### src/rtl/rxring_pkg.sv
package rxring_pkg;
  localparam int ST_W     = 16;
  localparam int ST_EMPTY = 15;
  localparam int ST_WRAP  = 13;
  localparam int ST_INT   = 12;
  localparam int ST_LAST  = 11;
  localparam int ST_FIRST = 10;
  localparam int ST_CONT  = 9;

  typedef struct packed {
    logic latchDesc;
    logic takeByte;
    logic writeBack;
  } ringStrobe_t;

  typedef enum logic [1:0] {S_FETCH, S_WAIT, S_FILL, S_WB} ringState_t;
endpackage

### src/rtl/rxring_ctrl.sv
module rxring_ctrl
  import rxring_pkg::*;
(
  input  logic        clk,
  input  logic        rstN,
  input  logic        descEmpty,
  input  logic        closeHit,
  input  logic        inValid,
  input  logic        inEof,
  output ringStrobe_t stb,
  output logic        bdRd,
  output logic        inReady
);
  ringState_t state, nxt;

  always_ff @(posedge clk or negedge rstN) begin
    if (!rstN) state <= S_FETCH;
    else       state <= nxt;
  end

  always_comb begin
    nxt     = state;
    stb     = '0;
    bdRd    = 1'b0;
    inReady = 1'b0;
    case (state)
      S_FETCH: begin
        bdRd = 1'b1;
        nxt  = S_WAIT;
      end
      S_WAIT: begin
        stb.latchDesc = 1'b1;
        nxt = descEmpty ? S_FILL : S_FETCH;
      end
      S_FILL: begin
        inReady = 1'b1;
        if (inValid) begin
          stb.takeByte = 1'b1;
          if (inEof || closeHit) nxt = S_WB;
        end
      end
      S_WB: begin
        stb.writeBack = 1'b1;
        nxt = S_FETCH;
      end
      default: nxt = S_FETCH;
    endcase
  end
endmodule

### src/rtl/rxring_dp.sv
module rxring_dp
  import rxring_pkg::*;
#(
  parameter  int LEN_W  = 16,
  parameter  int PTR_W  = 32,
  parameter  int IDX_W  = 13,
  parameter  int CNT_W  = 8,
  localparam int DESC_W = ST_W + LEN_W + PTR_W
)(
  input  logic              clk,
  input  logic              rstN,
  input  ringStrobe_t       stb,
  input  logic [DESC_W-1:0] bdRdata,
  input  logic              inSof,
  input  logic              inEof,
  input  logic [LEN_W-1:0]  maxLen,
  input  logic [CNT_W-1:0]  evtThreshold,
  input  logic              intClr,
  output logic              descEmpty,
  output logic              closeHit,
  output logic [IDX_W-1:0]  ringIdx,
  output logic [DESC_W-1:0] bdWdata,
  output logic [PTR_W-1:0]  bufAddr,
  output logic              bufEvent,
  output logic              irq
);
  logic [ST_W-1:0]  descStatus, stOut;
  logic [PTR_W-1:0] descPtr;
  logic [LEN_W-1:0] bufCnt, frameLen, lenOut;
  logic             bufFirst, bufLast;
  logic [CNT_W-1:0] evtCnt, evtNext;
  logic             unusedLenBits;

  assign unusedLenBits = ^bdRdata[ST_W +: LEN_W];
  assign descEmpty = bdRdata[ST_EMPTY];
  assign closeHit  = ({1'b0, bufCnt} + 1'b1) >= {1'b0, maxLen};
  assign bufAddr   = descPtr + PTR_W'(bufCnt);
  assign bufEvent  = stb.writeBack & descStatus[ST_INT];

  always_comb begin
    stOut           = descStatus;
    stOut[ST_EMPTY] = descStatus[ST_CONT];
    stOut[ST_FIRST] = bufFirst;
    stOut[ST_LAST]  = bufLast;
    lenOut          = bufLast ? frameLen : bufCnt;
  end
  assign bdWdata = {descPtr, lenOut, stOut};

  always_ff @(posedge clk or negedge rstN) begin
    if (!rstN) begin
      descStatus <= '0;
      descPtr    <= '0;
      bufCnt     <= '0;
      frameLen   <= '0;
      bufFirst   <= 1'b0;
      bufLast    <= 1'b0;
      ringIdx    <= '0;
    end else begin
      if (stb.latchDesc) begin
        descStatus <= bdRdata[ST_W-1:0];
        descPtr    <= bdRdata[DESC_W-1 -: PTR_W];
        bufCnt     <= '0;
      end
      if (stb.takeByte) begin
        bufCnt   <= bufCnt + 1'b1;
        frameLen <= inSof ? LEN_W'(1) : frameLen + 1'b1;
        if (bufCnt == '0) bufFirst <= inSof;
        bufLast  <= inEof;
      end
      if (stb.writeBack)
        ringIdx <= descStatus[ST_WRAP] ? '0 : ringIdx + 1'b1;
    end
  end

  assign evtNext = evtCnt + 1'b1;

  always_ff @(posedge clk or negedge rstN) begin
    if (!rstN) begin
      evtCnt <= '0;
      irq    <= 1'b0;
    end else if (intClr) begin
      evtCnt <= '0;
      irq    <= 1'b0;
    end else if (bufEvent) begin
      evtCnt <= evtNext;
      if (evtNext >= evtThreshold) irq <= 1'b1;
    end
  end
endmodule

### src/rtl/rxring_top.sv
module rxring_top
  import rxring_pkg::*;
#(
  parameter  int LEN_W  = 16,
  parameter  int PTR_W  = 32,
  parameter  int IDX_W  = 13,
  parameter  int CNT_W  = 8,
  parameter  int DATA_W = 8,
  localparam int DESC_W = ST_W + LEN_W + PTR_W
)(
  input  logic              clk,
  input  logic              rstN,
  input  logic [LEN_W-1:0]  maxLen,
  input  logic [CNT_W-1:0]  evtThreshold,
  input  logic              intClr,
  output logic              bdRd,
  output logic              bdWe,
  output logic [IDX_W-1:0]  bdIdx,
  output logic [DESC_W-1:0] bdWdata,
  input  logic [DESC_W-1:0] bdRdata,
  input  logic              inValid,
  input  logic [DATA_W-1:0] inData,
  input  logic              inSof,
  input  logic              inEof,
  output logic              inReady,
  output logic              bufWe,
  output logic [PTR_W-1:0]  bufAddr,
  output logic [DATA_W-1:0] bufData,
  output logic              bufEvent,
  output logic              irq
);
  ringStrobe_t stb;
  logic        descEmpty, closeHit;

  rxring_ctrl ctrl_i (
    .clk(clk), .rstN(rstN), .descEmpty(descEmpty), .closeHit(closeHit),
    .inValid(inValid), .inEof(inEof), .stb(stb), .bdRd(bdRd), .inReady(inReady)
  );

  rxring_dp #(.LEN_W(LEN_W), .PTR_W(PTR_W), .IDX_W(IDX_W), .CNT_W(CNT_W)) dp_i (
    .clk(clk), .rstN(rstN), .stb(stb), .bdRdata(bdRdata), .inSof(inSof), .inEof(inEof),
    .maxLen(maxLen), .evtThreshold(evtThreshold), .intClr(intClr),
    .descEmpty(descEmpty), .closeHit(closeHit), .ringIdx(bdIdx), .bdWdata(bdWdata),
    .bufAddr(bufAddr), .bufEvent(bufEvent), .irq(irq)
  );

  assign bdWe    = stb.writeBack;
  assign bufWe   = stb.takeByte;
  assign bufData = inData;
endmodule

### config.mk
export PLATFORM = sky130hd
export DESIGN_NAME = rxring_top
export DESIGN_NICKNAME = d
export VERILOG_FILES = /design/src/rtl/rxring_pkg.sv /design/src/rtl/rxring_ctrl.sv /design/src/rtl/rxring_dp.sv /design/src/rtl/rxring_top.sv
export SDC_FILE = /design/constraint.sdc
export NUM_CORES = 1
export LEC_CHECK = 0
export BUFFER_PORTS_ARGS = -buffer_cell sky130_fd_sc_hd__buf_2
export CAP_MARGIN = 20
export CORE_UTILIZATION = 55
export CTS_CLUSTER_DIAMETER = 50
export DETAILED_ROUTE_END_ITERATION = 8
export GPL_TIMING_DRIVEN = 0
export PLACE_DENSITY_LB_ADDON = 0.08
export SYNTH_ARGS = -nofsm -noshare
export SYNTH_HDL_FRONTEND = slang
export SYNTH_SLANG_ARGS = --single-unit
### constraint.sdc
create_clock -name clk -period 6.9 [get_ports clk]
set_clock_uncertainty 0.2 [all_clocks]
set_input_delay 1.38 -clock clk [delete_from_list [all_inputs] [get_ports clk]]
set_output_delay 1.38 -clock clk [all_outputs]
set_load 0.01 [all_outputs]
# Word level (Yosys, flattened, before mapping)
# Cells that the tools add are included.
# W data, S select, Z words.
[op_classes]
add_sub_neg = 6
n_eq_ne = 5
muxes = 20
order_cmp = 2
reduce_logical = 9
n_bitwise = 1
[ops]
columns = ["cell", "count"]
rows = [
  ["$mux W16", 4],
  ["$add A16 B1 Y16 const B", 2],
  ["$add A32 B16 Y32", 1],
  ["$add A16 B1 Y17 const B", 1],
  ["$ge A17 B16 Y1", 1],
  ["$logic_not A16 Y1", 1],
  ["$mux W8", 2],
  ["$add A13 B1 Y13 const B", 1],
  ["$mux W13", 1],
  ["$mux W1", 9],
  ["$add A8 B1 Y8 const B", 1],
  ["$ge A8 B8 Y1", 1],
  ["$pmux W2 S4", 1],
  ["$mux W2", 3],
  ["$reduce_and A2 Y1", 3],
  ["$reduce_bool A2 Y1", 3],
  ["$eq A2 B2 Y1 const B", 2],
  ["$eq A2 B1 Y1 const B", 1],
  ["$logic_not A2 Y1", 1],
  ["$ne A2 B1 Y1 const B", 1],
  ["$ne A2 B2 Y1 const B", 1],
  ["$and A1 B1 Y1", 1],
  ["$logic_or A1 B1 Y1", 1],
]
[totals]
regBits = 105
wordCells = 53

# Longest topological paths before layout
[depth]
depth_word = 6
ltp_mapped = 13
depth_no_buf = 12

# Modules after synthesis
# A second synthesis with hierarchy kept.
[hier_totals]
hier_cells = 725
area_unflattened_um2 = 6859.1
[by_module_without_submodules]
columns = ["module", "cells_per_inst", "n_inst", "area_each_um2", "seq_area_each_um2"]
rows = [
  ["rxring_dp", 707, 1, 6697.7, 2527.4],
  ["rxring_ctrl", 10, 1, 101.3, 50.0],
  ["rxring_top", 8, 1, 60.1, 0.0],
]

# Worst setup path after synthesis
# No wires, ideal clock.
[synth_path]
path_kind = "register -> output"
from = "register dp_i.bufCnt[0]"
to = "output bufAddr[24]"
arrival_time_ps = 2300
path_stages_with_launch = 10
slack_ps = 3020
path_buffers = 0
cell_sequence = "dfrtp_1 > ha_1 > inv_1 > fa_1 > and2b_1 > o2111ai_1 > a21oi_1 > o2111ai_1 > a21boi_0 > xor2_1"
[synth_via]
elab_chain_cells = 1
[synth_rtl]
columns = ["element", "line", "rtl"]
rows = [
  ["start: declaration", "rxring_dp.sv:29", "logic [LEN_W-1:0] bufCnt, frameLen, lenOut;"],
  ["start signal: assignment", "rxring_dp.sv:65", "bufCnt <= bufCnt + 1'b1;"],
  ["$add A32 B16 Y32", "rxring_dp.sv:37", "assign bufAddr = descPtr + PTR_W'(bufCnt);"],
  ["end: declaration", "rxring_top.sv:27", "output logic [PTR_W-1:0] bufAddr,"],
]
# No other way between the ends.

# Worst setup path after layout
# Same ends and word-level chain as after synthesis.

==> impl_results.md <==
- Outcome: finished, violations left
- Failing checks: DRC
- Synth Flop Type: dfrtp_1
- CP Cell Sequence: ha_1 -> inv_1 -> fa_1 -> and2b_1 -> o2111ai_1 -> a21oi_1 -> o2111ai_1 -> a21boi_0 -> xor2_1 -> buf_2
- Final wirelength: 16590 um
- Power share of the clock group: between 10% and 20%
- R2R depth: 13
- Initial Util: 57.36%
- CTS sink cnt: 103
- # DRC: 12
- Cell count after synthesis: 795
- Asr flop ratio synth: 100.0%
- Fillcell total: 1003
- P per Cell Area: 324.3 nW/um^2
- Min Tclk post-route: 4817 ps
- IO Count: 225
- Max-slew headroom: 52.81%
- Final Net Count: 1152
- Register bit total from synthesis: between 100 and 150
- Synth Net Count: approximately 940
- Yosys warns: 0
- Post-DP HPWL: 12740 um
- Final hold slack: 271.4 ps
- ANT nets after route: 0
- Die Wd: 111.8 um
- First drt pass iteration count: 7
- Vias post-DR: 6187
- Reg2reg end: ctrl_i.state[0]
- Worst-margin pin slew: a little over 700 ps
- RSZ-0062 raised after global routing: no
- Gr usage total: 27.37%
- DR iter-0 viols: just over 400
- Area Growth Syn to Fin: 22.39%
- Initial antenna violation count: 0
- Flop pwr share: 35.9%
- Register area: ~2600 um^2
- Final Hold Fails: 0
- RR Startpoint: dp_i.bufCnt[2]
- PortBufs: 197
- Hold Path Class: flop to flop
- Logic pwr share: between 40 and 50%
- Largest net degree at the start of global routing: 67
- Row count: 39
- WP data arrival: 3240 ps
- Die Area: about 13000 um^2
- Netlist cell types: 49
- Worst skew pair latency: 360 ps
- Synth top area share: approximately two fifths
- Max clock buf depth: 2
- P_sw: approximately 1.1 mW
- Synth Area per Inst: 8.344 um^2
- CTS buffer count: 9
- Max Fclk: 207.6 MHz
- Dominant cell type by area after synthesis: dfrtp_1
- Number of diodes: 0
- Post-Syn Area: 6634 um^2
- Top cell by count, worst path: o2111ai_1
- Most common cell in the netlist: nand2_1
- Routability cong.: 0.8746
- Critical path capture point type: output pin
- CP Class: flop to output pin
- Reg-to-reg slack, setup: 3850 ps
- Sw Ratio: 42.74%
- EDFF count, synth: 0
- Critical path launch point type: flop
- Area occupied by multi-input gates: around 3700 um^2
- Leak: 4.544 nW
- Fin util: a little over two thirds
- Height of the die: 111.8 um
- Sequential share of the synthesized area: about 39%
- Max_cap viols: 0
- Post-cts sizing count: 0
- Final setup fails: 0
- Largest cells by area after synthesis: dfrtp_1, nand2_1, ha_1
- GRT overflow: 0
- Post-CTS repair timing setup buffer count: 0
- Max-slew violations: 0
- CTS hold repair buffers: 0
- Setup TNS: 0 ps
- Critical hold path startpoint: dp_i.descStatus[1]
- Critical path fanouts, max: 7
- WP data required: roughly 5300 ps
- H-tree levels: 3
- Delay-heaviest family, CP: compound AO/OA/AOI/OAI gates
- Synth cell count leaders: nand2_1, dfrtp_1, nor2_1
- Worst path buffer plus inverter count: 2
- Drt wl/cell: 14.40 um
- Vias per Instance: between 5 and 6
- CP Launch Point: dp_i.bufCnt[0]
- Hold Path Depth: 2
- Final period util: between 60% and 70%
- Vias in the first global route: 5516
- CTS root buf: clkbuf_16
- Crit-path slowest cell: dfrtp_1
- Peak VDD IR: 225.3 uV
- Worst-path clk slew: 70 ps
- First-pass GRT wire length: 27130 um
- Share of layout cells above drive strength 1: 24.78%
- Internal power: 1.508 mW
- WHS Endpoint: dp_i.descStatus[1]
- CP peak stage delay: 460 ps
- TritonCTS clock tree: done
- Core Region: 11560 um^2
-- metal layers --
metal / GRT usage (%) / up-vias / part of all wire (%)
li1: - / 3082 / -
met1: 38.06 / 2846 / 46
met2: 42.90 / 227 / 45
met3: 4.028 / 32 / 6.2
met4: 11.26 / 0 / 3.0
met5: 0 / - / 0
-- final cells by class --
cell class                      instances  area share [%]
Clock inverter                          6          0.6318
Inverter                               33           1.526
Timing Repair Buffer                  198           12.51
Clock buffer                           10           2.943
Multi-Input combinational cell        621           46.08
Tap cell                              143           2.204
Sequential cell                       103           31.75
Buffer                                 38           2.358
-- per-stage QoR --
| stage | instance area [um^2] | total power [mW] | worst slack, ps | std cells |
|---|---|---|---|---|
| floorplan | 6634 | 1.653 | 3020 | 795 |
| global placement | 7799 | 2.120 | 2525 | 1135 |
| detailed placement | 7829 | 2.147 | 2522 | 1136 |
| CTS | 8119 | 2.647 | 2108 | 1152 |
| global route | 8119 | 2.836 | 1856 | 1152 |
| finish | 8119 | 2.633 | 2083 | 1152 |
-- cell families after synthesis --
logic type | after synthesis | share of synthesized area [%]
AOI/OAI and AO/OA | 120 | 10.69
and+or+nand+nor | 367 | 24.73
adders and majority gates | 46 | 8.789
xor gates and xnor gates | 73 | 9.638
muxes | 15 | 2.546
DFF | 103 | 38.85
buffers and inverters | 71 | 4.753
-- how the worst max path moves through the flow --
stage	to	slack, ps	cells after the start
5_1_grt	bufAddr[24]	1860	10
3_5_place_dp	bufAddr[24]	2520	10
3_3_place_gp	bufAddr[24]	2530	10
6_report	bufAddr[24]	2080	10
2_1_floorplan	bufAddr[24]	3020	9
4_1_cts	bufAddr[24]	2110	10
-- worst reg2reg max path: cells and delay by family, from the launching register on --
family	cells	cell delay, ps
xor+xnor	1	160
compound gates	5	720
flops	1	480
buf+inv	1	160
simple gates	5	890
fa+ha+maj	1	310
-- flip-flops by register name (all words and copies together) (netlist names), named ones only --
register,count
dp_i.descPtr,32
dp_i.bufCnt,16
dp_i.frameLen,16
dp_i.descStatus,13
dp_i.ringIdx,13
dp_i.evtCnt,8
ctrl_i.state,1
dp_i.bufFirst,1
dp_i.bufLast,1
dp_i.irq,1
-- power groups by stage --
stage	logic, mW	registers (mW)	clock network (mW)
2_1_floorplan	0.666	0.987	0
3_3_place_gp	1.17	0.952	0
3_5_place_dp	1.19	0.955	0
4_1_cts	1.20	0.945	0.506
5_1_grt	1.33	0.975	0.533
6_report	1.19	0.946	0.500
-- placed cells by master, fill, tap and decap left out, drive strengths merged, types with 7 or more instances in the layout --
cell	n
xnor2	30
or3	7
dfrtp	103
buf	218
a211oi	7
o21ai	43
nand3	22
inv	35
and2	8
nor2	55
and3	22
ha	45
a21oi	36
xor2	43
nand2	206
nand4	17
mux2	15
a21o	13
clkbuf	28
(Power assumes the default switching activity.)
